[src/rtl/useq_pkg.sv]
package useq_pkg;
  localparam int OP_W = 6;
  localparam int UA_W = 4;
  localparam int N_STATES = 10;

  typedef enum logic [1:0] {
    SEQ_FETCH = 2'd0,
    SEQ_DISP1 = 2'd1,
    SEQ_DISP2 = 2'd2,
    SEQ_NEXT  = 2'd3
  } seq_ctl_e;

  typedef struct packed {
    logic       pc_load;
    logic       pc_load_if_zero;
    logic       addr_from_alu;
    logic       mem_read_en;
    logic       mem_write_en;
    logic       instr_load;
    logic       rf_data_from_mem;
    logic [1:0] pc_next_sel;
    logic [1:0] alu_func_sel;
    logic [1:0] alu_opnd_b_sel;
    logic       alu_opnd_a_sel;
    logic       rf_write_en;
    logic       rf_dst_from_rd;
  } ctrl_word_t;

  localparam logic [OP_W-1:0] OPC_REG   = 6'h00;
  localparam logic [OP_W-1:0] OPC_JUMP  = 6'h02;
  localparam logic [OP_W-1:0] OPC_BEQ   = 6'h04;
  localparam logic [OP_W-1:0] OPC_LOAD  = 6'h23;
  localparam logic [OP_W-1:0] OPC_STORE = 6'h2B;

  localparam int ST_FETCH  = 0;
  localparam int ST_DECODE = 1;
  localparam int ST_ADDR   = 2;
  localparam int ST_MRD    = 3;
  localparam int ST_LDWB   = 4;
  localparam int ST_STWR   = 5;
  localparam int ST_EXEC   = 6;
  localparam int ST_REGWB  = 7;
  localparam int ST_JUMP   = 8;
  localparam int ST_BRANCH = 9;
endpackage

[src/rtl/useq_ucode_rom.sv]
module useq_ucode_rom
  import useq_pkg::*;
#(
  parameter int UA_W_P = UA_W
) (
  input  logic [UA_W_P-1:0] addr,
  output ctrl_word_t        word,
  output seq_ctl_e          seq
);
  always_comb begin
    word = '0;
    seq  = SEQ_FETCH;
    case (int'(addr))
      ST_FETCH: begin
        word.mem_read_en    = 1'b1;
        word.instr_load     = 1'b1;
        word.alu_opnd_b_sel = 2'b01;
        word.pc_load        = 1'b1;
        seq = SEQ_NEXT;
      end
      ST_DECODE: begin
        word.alu_opnd_b_sel = 2'b11;
        seq = SEQ_DISP1;
      end
      ST_ADDR: begin
        word.alu_opnd_a_sel = 1'b1;
        word.alu_opnd_b_sel = 2'b10;
        seq = SEQ_DISP2;
      end
      ST_MRD: begin
        word.mem_read_en   = 1'b1;
        word.addr_from_alu = 1'b1;
        seq = SEQ_NEXT;
      end
      ST_LDWB: begin
        word.rf_write_en      = 1'b1;
        word.rf_data_from_mem = 1'b1;
      end
      ST_STWR: begin
        word.mem_write_en  = 1'b1;
        word.addr_from_alu = 1'b1;
      end
      ST_EXEC: begin
        word.alu_opnd_a_sel = 1'b1;
        word.alu_func_sel   = 2'b10;
        seq = SEQ_NEXT;
      end
      ST_REGWB: begin
        word.rf_write_en    = 1'b1;
        word.rf_dst_from_rd = 1'b1;
      end
      ST_JUMP: begin
        word.pc_load     = 1'b1;
        word.pc_next_sel = 2'b10;
      end
      ST_BRANCH: begin
        word.alu_opnd_a_sel  = 1'b1;
        word.alu_func_sel    = 2'b01;
        word.pc_load_if_zero = 1'b1;
        word.pc_next_sel     = 2'b01;
      end
      default: begin
        word = '0;
        seq  = SEQ_FETCH;
      end
    endcase
  end
endmodule

[src/rtl/useq_dispatch_rom.sv]
module useq_dispatch_rom
  import useq_pkg::*;
#(
  parameter int TABLE_ID = 1,
  parameter int OP_W_P   = OP_W,
  parameter int UA_W_P   = UA_W
) (
  input  logic [OP_W_P-1:0] op,
  output logic [UA_W_P-1:0] target
);
  generate
    if (TABLE_ID == 1) begin : g_table_decode
      always_comb begin
        case (op)
          OPC_REG:   target = UA_W_P'(ST_EXEC);
          OPC_JUMP:  target = UA_W_P'(ST_JUMP);
          OPC_BEQ:   target = UA_W_P'(ST_BRANCH);
          OPC_LOAD,
          OPC_STORE: target = UA_W_P'(ST_ADDR);
          default:   target = UA_W_P'(ST_FETCH);
        endcase
      end
    end else begin : g_table_memop
      always_comb begin
        case (op)
          OPC_LOAD:  target = UA_W_P'(ST_MRD);
          OPC_STORE: target = UA_W_P'(ST_STWR);
          default:   target = UA_W_P'(ST_FETCH);
        endcase
      end
    end
  endgenerate
endmodule

[src/rtl/useq_next_addr.sv]
module useq_next_addr
  import useq_pkg::*;
#(
  parameter int UA_W_P = UA_W
) (
  input  seq_ctl_e          seq,
  input  logic [UA_W_P-1:0] cur,
  input  logic [UA_W_P-1:0] disp1,
  input  logic [UA_W_P-1:0] disp2,
  output logic [UA_W_P-1:0] nxt
);
  logic [UA_W_P-1:0] inc;
  assign inc = cur + UA_W_P'(1);

  always_comb begin
    case (seq)
      SEQ_FETCH: nxt = '0;
      SEQ_DISP1: nxt = disp1;
      SEQ_DISP2: nxt = disp2;
      default:   nxt = inc;
    endcase
  end
endmodule

[src/rtl/useq_ctrl.sv]
module useq_ctrl
  import useq_pkg::*;
#(
  parameter int OPW = OP_W,
  parameter int UAW = UA_W
) (
  input  logic           clk,
  input  logic           rst_n,
  input  logic [OPW-1:0] opcode,
  output logic [UAW-1:0] uaddr,
  output logic           pc_load,
  output logic           pc_load_if_zero,
  output logic           addr_from_alu,
  output logic           mem_read_en,
  output logic           mem_write_en,
  output logic           instr_load,
  output logic           rf_data_from_mem,
  output logic [1:0]     pc_next_sel,
  output logic [1:0]     alu_func_sel,
  output logic [1:0]     alu_opnd_b_sel,
  output logic           alu_opnd_a_sel,
  output logic           rf_write_en,
  output logic           rf_dst_from_rd
);
  logic [UAW-1:0] upc_q, upc_d, d1_tgt, d2_tgt;
  ctrl_word_t     word;
  seq_ctl_e       seq;

  useq_ucode_rom #(.UA_W_P(UAW)) u_rom (
    .addr(upc_q), .word(word), .seq(seq)
  );

  useq_dispatch_rom #(.TABLE_ID(1), .OP_W_P(OPW), .UA_W_P(UAW)) u_disp1 (
    .op(opcode), .target(d1_tgt)
  );

  useq_dispatch_rom #(.TABLE_ID(2), .OP_W_P(OPW), .UA_W_P(UAW)) u_disp2 (
    .op(opcode), .target(d2_tgt)
  );

  useq_next_addr #(.UA_W_P(UAW)) u_nxt (
    .seq(seq), .cur(upc_q), .disp1(d1_tgt), .disp2(d2_tgt), .nxt(upc_d)
  );

  always_ff @(posedge clk or negedge rst_n) begin
    if (!rst_n) upc_q <= '0;
    else        upc_q <= upc_d;
  end

  assign uaddr            = upc_q;
  assign pc_load          = word.pc_load;
  assign pc_load_if_zero  = word.pc_load_if_zero;
  assign addr_from_alu    = word.addr_from_alu;
  assign mem_read_en      = word.mem_read_en;
  assign mem_write_en     = word.mem_write_en;
  assign instr_load       = word.instr_load;
  assign rf_data_from_mem = word.rf_data_from_mem;
  assign pc_next_sel      = word.pc_next_sel;
  assign alu_func_sel     = word.alu_func_sel;
  assign alu_opnd_b_sel   = word.alu_opnd_b_sel;
  assign alu_opnd_a_sel   = word.alu_opnd_a_sel;
  assign rf_write_en      = word.rf_write_en;
  assign rf_dst_from_rd   = word.rf_dst_from_rd;
endmodule

[config.mk]
export PLATFORM = sky130hd
export DESIGN_NAME = useq_ctrl
export DESIGN_NICKNAME = d
export VERILOG_FILES = /design/src/rtl/useq_pkg.sv /design/src/rtl/useq_ucode_rom.sv /design/src/rtl/useq_dispatch_rom.sv /design/src/rtl/useq_next_addr.sv /design/src/rtl/useq_ctrl.sv
export SDC_FILE = /design/constraint.sdc
export NUM_CORES = 1
export LEC_CHECK = 0
export BUFFER_PORTS_ARGS = -buffer_cell sky130_fd_sc_hd__buf_4
export CELL_PAD_IN_SITES_DETAIL_PLACEMENT = 0
export CELL_PAD_IN_SITES_GLOBAL_PLACEMENT = 2
export CORE_UTILIZATION = 24
export DETAILED_ROUTE_END_ITERATION = 8
export GPL_ROUTABILITY_DRIVEN = 0
export PLACE_DENSITY_LB_ADDON = 0.1
export SLEW_MARGIN = 15
export SYNTH_ARGS = -nofsm -noshare
export SYNTH_HDL_FRONTEND = slang
export SYNTH_HIERARCHICAL = 1
export SYNTH_SLANG_ARGS = --single-unit
[constraint.sdc]
create_clock -name clk -period 2.2 [get_ports clk]
set_input_delay 0.44 -clock clk [delete_from_list [all_inputs] [get_ports clk]]
set_output_delay 0.44 -clock clk [all_outputs]
set_load 0.05 [all_outputs]
After elaboration in Yosys (flattened, before gate mapping)
Index checks and enable logic that the tools add are counted.

Bits in registers: 4. Bits of input ports: 8. Output and inout port bits: 20. Word-level logic and storage cells: 44.

$add $sub $neg: 1. Equality and inequality tests: 15. Muxes and demuxes: 17. Reductions and logical operators: 10.

Operators by type and width (count): equality test 4 x 3 -> 1 bit, second input constant (4); one-hot mux 4 bit (4 select lines) (1); equality test 6 bit, second input constant (2); one-hot mux 2 bit (3 select lines) (2); one-hot mux 4 bit (3 select lines) (1); 2-to-1 mux 1 bit (10); OR reduction 2 bit (5); equality test 4 x 2 -> 1 bit, second input constant (2); equality test 4 bit, second input constant (2); one-hot mux 2 bit (2 select lines) (2); equality test 6 x 2 -> 1 bit, second input constant (1); equality test 6 x 3 -> 1 bit, second input constant (1); logical NOT 6 bit (1); one-hot mux 3 bit (2 select lines) (1); OR reduction 3 bit (2); adder 4 x 1 -> 4 bit, second input constant (1); equality test 4 x 1 -> 1 bit, second input constant (1); logical NOT 4 bit (1); equality test 2 x 1 -> 1 bit, second input constant (1); equality test 2 bit, second input constant (1); logical NOT 2 bit (1).

Longest topological paths before layout
Gate-level depths: netlist of run 1.

Depth in word-level cells: 5. Mapped depth: 6. Gate-level depth less buffers: 5.

Modules after synthesis
Netlist of run 1, hierarchy kept.

Modules (own cells, without submodules): useq_ucode_rom (instances 1, cells each 29, area an instance 229.0 um^2, seq. area each 0.0 um^2); useq_next_addr (instances 1, cells each 17, area an instance 131.4 um^2, seq. area each 0.0 um^2); useq_ctrl (instances 1, cells each 4, area an instance 100.1 um^2, seq. area each 100.1 um^2); useq_dispatch_rom at u_disp1 (instances 1, cells each 8, area an instance 60.1 um^2, seq. area each 0.0 um^2); useq_dispatch_rom at u_disp2 (instances 1, cells each 6, area an instance 56.3 um^2, seq. area each 0.0 um^2).

Least setup slack after synthesis of run 1
Ideal clock, no wire load.

Path type: flip-flop to output port. Start point: register upc_q[0] (netlist: uaddr[0]). End point: output alu_func_sel[0]. Arrival time: 2489 ps. Data required time: 1760 ps. Slack: -729 ps. Cell stages (with the launch flop): 3. Path buffers: 1. Path through: dfrtp_1 -> clkbuf_4 -> nor4bb_1.

Cells in the longest elaborated chain, start to end: 2. Elaborated cells between the ends (all ways): 3. Classes of those cells: 2 x eq/ne; 1 x mux.

Ends and longest elaborated chain: start: declaration (RTL line useq_ctrl.sv:25) `logic [UAW-1:0] upc_q, upc_d, d1_tgt, d2_tgt;`; start signal: assignment (RTL line useq_ctrl.sv:47) `else upc_q <= upc_d;`; equality test 4 bit / equality test 4 x 3 -> 1 bit (equally long branches) (RTL line useq_ucode_rom.sv:13) `case (int'(addr))`; one-hot mux 2 bit (2 select lines) (*) (RTL line useq_ucode_rom.sv:13); end: declaration (RTL line useq_ctrl.sv:19) `output logic [1:0] alu_func_sel,`.

Every way passes the cells marked *; elsewhere a longest branch is shown, timed or not.

Worst setup path after layout of run 1
Start point: register upc_q[1] (netlist: uaddr[1]). End point: output alu_opnd_a_sel.

Cells in the longest elaborated chain, start to end: 3. Elaborated cells between the ends (all ways): 5. Classes of those cells: 3 x eq/ne; 1 x mux; 1 x reduce/logical.

Ends and longest elaborated chain: equality test 4 x 3 -> 1 bit, or another cell as far along (RTL line useq_ucode_rom.sv:13); OR reduction 3 bit (no source line) (*); 2-to-1 mux 1 bit (*) (RTL line useq_ucode_rom.sv:13); end: declaration (RTL line useq_ctrl.sv:21) `output logic alu_opnd_a_sel,`.

Marked as above.

==> out/results.ini, run 1 <==
[grt]
grt.overflow.total = 0
grt_max_degree = 12
gr-usage-all-layers_pct = 11.9
grt_pass1_vias = 560
antenna_found_initial = 0
grt_pass1_wl_um = 2350

[setup_path]
worstRegToRegCells = 4
crit_slowest_cell = dfrtp_1
cp_common_cell = buf_4
worstReg2RegStart = uaddr[3]
worstSetupEndpoint = alu_opnd_a_sel
cp-end-kind = output port
worstReg2RegEnd = uaddr[0]
r2r_setup_slack_ns = 0.38
crit_chain = buf_4 > and4bb_2 > o21bai_2 > buf_4
worst_setup_path_startpoint = uaddr[1]
crit_type = reg -> out
crit_fanout = 8
start_kind = flip-flop
slowest_delay_ns = 0.48
required_ns = 1.76
crit_arrival_ns = 1.57

[sta]
slew_violations = 0
fmax_ghz = 0.498
setup_viol_count_final = 0
rsz0062_at_grt = false
min_period_ns = 2.01
finalHoldViolations = 0
clock_skew_ns = 0.00854
fin_crit_sh_pct = 91.3

[synthesis]
synth_commonest_cells = 5 x nor3_1, 4 x dfrtp_1, 4 x nor2_1
synth_top_area_cell = dfrtp_1
async_reset_ff_share_pct = 100
synth.most_common_cell = nor3_1
ys_warn_count = 6
netlist_area_sq_um = 577
synth_cell_types = 40
synth_edf_count = 0
syn_inst = 64
synthFlopType = dfrtp_1
synth_nets = 73
ys_seq_elements = 4
yosysTopAreaCellShare_pct = 17.4
syn_avg_cell_area_sq_um = 9.01
yosys-top-cells-area = dfrtp_1 17%, nor3_1 4.3%, nor3b_2 4.3%, nand4b_4 4.1%, buf_6 3.9%
yosysSeqAreaShare_pct = 17.4

[die]
die_width_um = 51.0
num_io_pins = 28
initial_core_util_pct = 25.8
num_rows = 17
core_sq_um = 2230
die_h_um = 51.0
die_area_sq_um = 2600

[placed_design]
port_buffers = 27
dp_cells = 118
hpwl_um = 1110

[detailed_routing]
routed_wl_um = 1400
routedWlPerCell_um = 11.5
first_pass_iters = 4
ant_nets = 0
drt_iter0_markers = 7
routed_via_density = 4.80
drc = 0
vias = 586

[cts]
cts_inserted_buffers = 3
clkTransAtPathRegs_ns = 0.04
numClockSinks = 4
cts.path.max_buffers = 2
htreeDepth = 1
root_buffer = clkbuf_4
cts_tree = done
clk_latency_ns = 0.24

[layout]
synthToLayoutAreaGrowth_pct = 49.0
final.fill_count = 239
diodes = 0
multiInputGateArea_sq_um = 452
drive_gt1_share_pct = 55.3
regArea_sq_um = 100
final_cells = 122
largest_register_ffs = 4
nNetsFinal = 105

[hold_path]
hold_class = in -> async

[job]
drv_cap = 0

[status]
status = complete, no violations

worst max-delay path, delay by kind of cell (launching register included):
family          cells  cell delay, ns
flops               1            0.48
simple gates        1            0.26
compound gates      1            0.18
buf+inv             2            0.41
area by class of cell:
| class | instances | share of cell area [%] |
|---|---|---|
| repair buffers | 32 | 28.2 |
| multi-input cells | 53 | 52.5 |
| flip-flops and latches | 4 | 11.6 |
| well taps | 28 | 4.08 |
| clock buffers | 3 | 2.62 |
| inverters | 2 | 0.873 |
worst min path at each step:
| stage | from | to | slack (ns) | depth (start not counted) |
|---|---|---|---|---|
| 2_1_floorplan | rst_n | uaddr[0] | 0.14 | 0 |
| 3_3_place_gp | rst_n | uaddr[1] | 0.24 | 1 |
| 3_5_place_dp | rst_n | uaddr[2] | 0.24 | 1 |
| 4_1_cts | rst_n | uaddr[3] | 0.53 | 2 |
| 5_1_grt | rst_n | uaddr[3] | 0.55 | 2 |
| 6_report | rst_n | uaddr[3] | 0.54 | 2 |
routing by layer:
layer  global-route usage (%)  part of all wire (%)  vias to the layer above
met4                     5.56                     0                        0
met5                        0                     0                        -
met1                     12.7                    43                      268
met2                     21.9                    50                       22
li1                         -                     -                      296
met3                     2.38                   6.5                        0
per-stage QoR:
stage	utilization, %	setup WS, ns	cell area [sq um]	hold WS (ns)	TNS [ns]
after global placement	37.0	0.392	827	0.237	0
after detailed placement	37.0	0.394	827	0.238	0
final	38.5	0.191	860	0.541	0
after global routing	38.5	0.106	860	0.553	0
after CTS	38.5	0.161	860	0.534	0
after floorplan	-	-0.223	604	0.144	-0.223
what timing repair did:
| action | in CTS | in global routing |
|---|---|---|
| hold buffers | 1 | 0 |
| resized for setup | 0 | 0 |
| setup buffers | 0 | 0 |
| hold endpoints to repair | 4 | 0 |
cell families (layout without fill, tap and decap cells):
group           Yosys count  after routing  share of synthesized area, %
compound gates           10             10                          12.8
xor+xnor                  5              5                          8.90
fa+ha+maj                 1              1                          2.17
buf+inv                   7             37                          9.11
flops                     4              4                          17.4
mux                       3              3                          6.07
other cells               1              1                         0.650
simple gates             33             33                          43.0
placed cells by master, fill, tap and decap left out, drive strengths merged, types with 2 or more instances in the layout:
cell type / n
nor2: 4
o21ai: 2
a21oi: 2
inv: 2
buf: 31
nand3: 2
nand2: 2
xnor2: 2
nor3: 7
nor3b: 2
dfrtp: 4
mux2i: 2
a22o: 2
xor2: 3
nand2b: 2
clkbuf: 3
Power of run 1 is left out: the tool's default activity adds up to more than one toggle a clock period on the data nets, which glitch-free logic cannot reach.
==> inputs of run 2 (changes only) <==
- SETUP_SLACK_MARGIN: not set -> 0.5
==> run 2 against run 1 <==
  * Flip-flop and latch count unchanged
  * Non-clock buffer count up 15
  * Register-to-register slack about the same
  * Fmax up 10%
  * Design area up 47%
  * Die area unchanged
  * Largest cell class unchanged
  * Highest routed layer unchanged
==> out/results.ini, run 2 (synthesis results as in run 1) <==
[sta]
slew_violations = 0  ; unchanged
setup_viol_count_final = 0  ; unchanged
clock_skew_ns = 0.00728  ; was 0.00854 ns
finalHoldViolations = 0  ; unchanged
rsz0062_at_grt = true  ; was false
finalSetupTns_ns = 0  ; unchanged
min_period_ns = 1.82  ; was 2.01 ns
fin_crit_sh_pct = 82.8  ; was 91.3%
fmax_ghz = 0.549  ; was 0.498 GHz

[detailed_routing]
drc = 0  ; unchanged
drt_iter0_markers = 5  ; was 7
routed_via_density = 4.57  ; was 4.80
routed_wl_um = 1640  ; was 1400 um
routedWlPerCell_um = 12.0  ; was 11.5 um
first_pass_iters = 3  ; was 4
vias = 626  ; was 586
ant_nets = 0  ; unchanged

[setup_path]
worstSetupEndpoint = rf_write_en  ; was alu_opnd_a_sel
worstRegToRegCells = 5  ; was 4
worstReg2RegEnd = uaddr[0]  ; unchanged
start_kind = flip-flop  ; unchanged
crit_chain = buf_12 > xor2_4 > buf_12 > nor2_4 > buf_6  ; was buf_4 > and4bb_2 > o21bai_2 > buf_4
required_ns = 1.76  ; about the same
crit_type = reg -> out  ; unchanged
worstReg2RegStart = uaddr[1]  ; was uaddr[3]
slowest_delay_ns = 0.45  ; was 0.48 ns
crit_fanout = 5  ; was 8
crit_slowest_cell = dfrtp_2  ; was dfrtp_1
cp_common_cell = buf_12  ; was buf_4
cp-end-kind = output port  ; unchanged
worst_setup_path_startpoint = uaddr[1]  ; unchanged
crit_arrival_ns = 1.38  ; was 1.57 ns
r2r_setup_slack_ns = 0.38  ; about the same

[cts]
cts_inserted_buffers = 3  ; unchanged
clkTransAtPathRegs_ns = 0.04  ; about the same
cts.path.max_buffers = 2  ; unchanged
clk_latency_ns = 0.24  ; about the same
numClockSinks = 4  ; unchanged
htreeDepth = 1  ; unchanged
cts_tree = done  ; unchanged
root_buffer = clkbuf_4  ; unchanged

[job]
drv_cap = 0  ; unchanged

[layout]
final.fill_count = 192  ; was 239
final_cell_mix = 25 x buf_4, 12 x buf_6, 5 x buf_8, 4 x nor3_4  ; was 31 x buf_4, 4 x nor2_1, 4 x dfrtp_1
synthToLayoutAreaGrowth_pct = 118  ; was 49.0%
fin_util_pct = 56.4  ; was 38.5%
drive_gt1_share_pct = 75.2  ; was 55.3%
final_common_cell = buf_4  ; unchanged
largest_register_ffs = 4  ; unchanged
final_cells = 137  ; was 122
nNetsFinal = 120  ; was 105
diodes = 0  ; unchanged

[grt]
grt.overflow.total = 0  ; unchanged
grt_pass1_wl_um = 2660  ; was 2350 um
antenna_found_initial = 0  ; unchanged
grt_pass1_vias = 561  ; was 560
grt_max_degree = 9  ; was 12
gr-usage-all-layers_pct = 13.9  ; was 11.9%

[die]
die_area_sq_um = 2600  ; unchanged
die_width_um = 51.0  ; unchanged
die_h_um = 51.0  ; unchanged
core_sq_um = 2230  ; unchanged
num_io_pins = 28  ; unchanged
num_rows = 17  ; unchanged
initial_core_util_pct = 25.8  ; unchanged

[placed_design]
hpwl_um = 1070  ; was 1110 um
dp_cells = 116  ; was 118
port_buffers = 27  ; unchanged

[hold_path]
hold_class = in -> async  ; unchanged

[status]
status = complete, no violations  ; unchanged

-- run 2: cell count changes in the layout (fill, tap and decap cells not counted), sizes merged --
cell | before | now
buf | 31 | 45
bufbuf | 0 | 1
-- run 2: layout make-up --
class	instances	area, sq um	share of cell area [%]
timing repair buffer	47	500	39.7
sequential	4	110	8.74
tap	28	35.0	2.78
multi-input combinational	53	582	46.2
clock buffer	3	22.5	1.79
inverter	2	10.0	0.794
-- run 2: per-layer routing --
layer / share of wire, % / vias up / global-route usage (%)
met5: 0 / - / 0
met2: 56 / 13 / 24.1
met1: 42 / 291 / 17.1
met4: 0 / 0 / 4.17
li1: - / 322 / -
met3: 2.0 / 0 / 2.68
-- run 2: metrics by stage --
stage / hold WS, ns / area [sq um] / setup slack [ns]
3_5_place_dp: 0.237 / 915 / 0.403
3_3_place_gp: 0.237 / 915 / 0.435
6_report: 0.538 / 1260 / 0.379
5_1_grt: 0.525 / 1260 / 0.325
2_1_floorplan: 0.144 / 741 / 0.199
4_1_cts: 0.530 / 1180 / 0.360
-- run 2: timing repair --
action | CTS | global route
setup buffers | 12 | 4
resized for setup | 24 | 9
pin swaps | 6 | 4
cloned | 1 | 0
setup endpoints to repair | 19 | 20
hold buffers | 1 | 0
hold endpoints to repair | 4 | 0
-- run 2: critical path: cells and delay by family (launching register included) --
family                 cells  cell delay (ns)
XOR/XNOR                   1             0.18
buffers and inverters      3             0.45
flip-flops                 1             0.45
AND/OR/NAND/NOR            1             0.07
-- run 2: worst min path at each step --
stage	startpoint	endpoint	slack [ns]	cells after the start
4_1_cts	rst_n	uaddr[2]	0.53	2
6_report	rst_n	uaddr[2]	0.54	2
3_5_place_dp	rst_n	uaddr[3]	0.24	1
5_1_grt	rst_n	uaddr[3]	0.53	2
3_3_place_gp	rst_n	uaddr[3]	0.24	1
2_1_floorplan	rst_n	uaddr[0]	0.14	0
Power of run 2 is left out for the same reason.
==> inputs of run 3 (changes only) <==
- CORE_UTILIZATION: 24 -> 22
- clock period: 2.2 -> 1.6 ns (I/O delays scaled with it)
==> run 3 against run 2 <==
  * The flow now finishes with violations (negative setup slack)
  * Core utilization is 2.6 points lower
  * Setup slack worse by 0.46 ns
  * Critical path type unchanged
  * Final cell count is 8.0% higher
  * Wire length is 0.73% higher
  * Clock skew is 0.0071 ns lower
==> out/results.ini, run 3 (synthesis results as in run 1) <==
[layout]
final.fill_count = 239  ; was 192
largest_register_ffs = 4  ; unchanged
final_cell_mix = 28 x buf_6, 19 x buf_4, 8 x buf_8, 4 x dfrtp_2  ; was 25 x buf_4, 12 x buf_6, 5 x buf_8, 4 x nor3_4
diodes = 0  ; unchanged
regArea_sq_um = 105  ; was 110 sq um
nNetsFinal = 129  ; was 120
drive_gt1_share_pct = 77.1  ; was 75.2%
fin_util_pct = 53.8  ; was 56.4%
multiInputGateArea_sq_um = 573  ; was 582 sq um
final_common_cell = buf_6  ; was buf_4
synthToLayoutAreaGrowth_pct = 131  ; was 118%

[grt]
grt_pass1_wl_um = 2530  ; was 2660 um
busiest_layer = met2  ; unchanged
met1_usage_pct = 14.1  ; was 17.1%
antenna_found_initial = 0  ; unchanged
grt_util_met3_pct = 2.59  ; was 2.68%
grt_pass1_vias = 612  ; was 561
grt_max_degree = 8  ; was 9
gr-usage-all-layers_pct = 12.8  ; was 13.9%
grt_use_met2_pct = 22.1  ; was 24.1%
grt.overflow.total = 0  ; unchanged

[placed_design]
hpwl_um = 1210  ; was 1070 um
pre_cts_slack_ns = 0.00593  ; was 0.403 ns
port_buffers = 27  ; unchanged

[hold_path]
hold_class = in -> async  ; unchanged

[cts]
cts.path.max_buffers = 2  ; unchanged
numClockSinks = 4  ; unchanged
root_buffer = clkbuf_4  ; unchanged
cts_inserted_buffers = 3  ; unchanged
htreeDepth = 1  ; unchanged
clkTransAtPathRegs_ns = 0.04  ; about the same
cts_tree = done  ; unchanged
clk_latency_ns = 0.23  ; was 0.24 ns

[setup_path]
required_ns = 1.28  ; was 1.76 ns
r2r_setup_slack_ns = 0  ; was 0.38 ns
crit_fanout = 6  ; was 5
cp-end-kind = output port  ; unchanged
worstReg2RegStart = uaddr[2]  ; was uaddr[1]
worstRegToRegCells = 5  ; unchanged
start_kind = flip-flop  ; unchanged
crit_type = reg -> out  ; unchanged
worstReg2RegEnd = uaddr[0]  ; unchanged
crit_arrival_ns = 1.36  ; was 1.38 ns

[detailed_routing]
drt_iter0_markers = 4  ; was 5
ant_nets = 0  ; unchanged
first_pass_iters = 4  ; was 3
vias = 675  ; was 626
drc = 0  ; unchanged
routed_wl_um = 1650  ; was 1640 um
routedWlPerCell_um = 11.2  ; was 12.0 um
routed_via_density = 4.56  ; was 4.57

[sta]
min_period_ns = 1.68
finalSetupTns_ns = -0.455  ; was 0 ns
clock_skew_ns = 0.000200  ; was 0.00728 ns
slew_violations = 0  ; unchanged
finalHoldViolations = 0  ; unchanged
fin_crit_sh_pct = 105
worst_slack_ns = -0.0803  ; was 0.379 ns
fmax_ghz = 0.595
setup_viol_count_final = 9  ; was 0
rsz0062_at_grt = true  ; unchanged

[die]
core_sq_um = 2480  ; was 2230 sq um
num_rows = 18  ; was 17
die_width_um = 53.2  ; was 51.0 um
initial_core_util_pct = 23.3  ; was 25.8%
die_area_sq_um = 2830  ; was 2600 sq um
num_io_pins = 28  ; unchanged
die_h_um = 53.2  ; was 51.0 um

[status]
violations = negative setup slack
status = finished with violations  ; was complete, no violations

[job]
drv_cap = 0  ; unchanged

-- run 3: cell count changes in the layout (fill, tap and decap cells not counted), moves of 2 or more --
cell | previous run | this run
dfrtp_4 | 2 | 0
buf_8 | 5 | 8
buf_6 | 12 | 28
buf_12 | 3 | 0
buf_4 | 25 | 19
dfrtp_2 | 2 | 4
-- run 3: final cells by class --
cell class                 count  share of cell area, %
clock buffer                   3                   1.69
tap                           30                   2.81
inverter                       2                  0.563
multi-input combinational     53                   43.0
timing repair buffer          56                   44.1
sequential                     4                   7.88
-- run 3: critical path: stages, from the launching register on --
cell     delay [ns]
dfrtp_2        0.47
buf_6          0.17
buf_4          0.13
nor3_2         0.18
buf_6          0.18
-- run 3: timing repair --
action	CTS	global route
gates resized for setup	31	18
setup endpoints to repair	24	24
hold endpoints to repair	4	0
hold buffers	1	0
buffers inserted	9	5
gates cloned	0	0
pin swaps	8	5
-- run 3: worst max-delay path by stage --
stage / start / slack, ns / depth (start not counted) / end
3_3_place_gp: uaddr[2] / -0.01 / 4 / uaddr[1]
3_5_place_dp: uaddr[2] / 0.006 / 4 / uaddr[1]
2_1_floorplan: uaddr[1] / -0.28 / 3 / pc_next_sel[1]
5_1_grt: uaddr[1] / -0.15 / 4 / addr_from_alu
4_1_cts: uaddr[1] / -0.08 / 4 / addr_from_alu
6_report: uaddr[1] / -0.08 / 4 / alu_opnd_b_sel[0]
-- run 3: through the flow --
step	hold WS [ns]	std cells	cell area [sq um]
final	0.418	148	1330
after CTS	0.403	143	1220
after floorplan	0.0244	64	742
after global routing	0.411	148	1330
after detailed placement	0.117	130	1010
after global placement	0.116	130	1010
-- run 3: layer usage --
metal,up-vias,wire (um)
li1,342,-
met1,314,683
met2,17,909
met3,2,41
met4,0,19
met5,-,0
Power of run 3 is left out for the same reason.
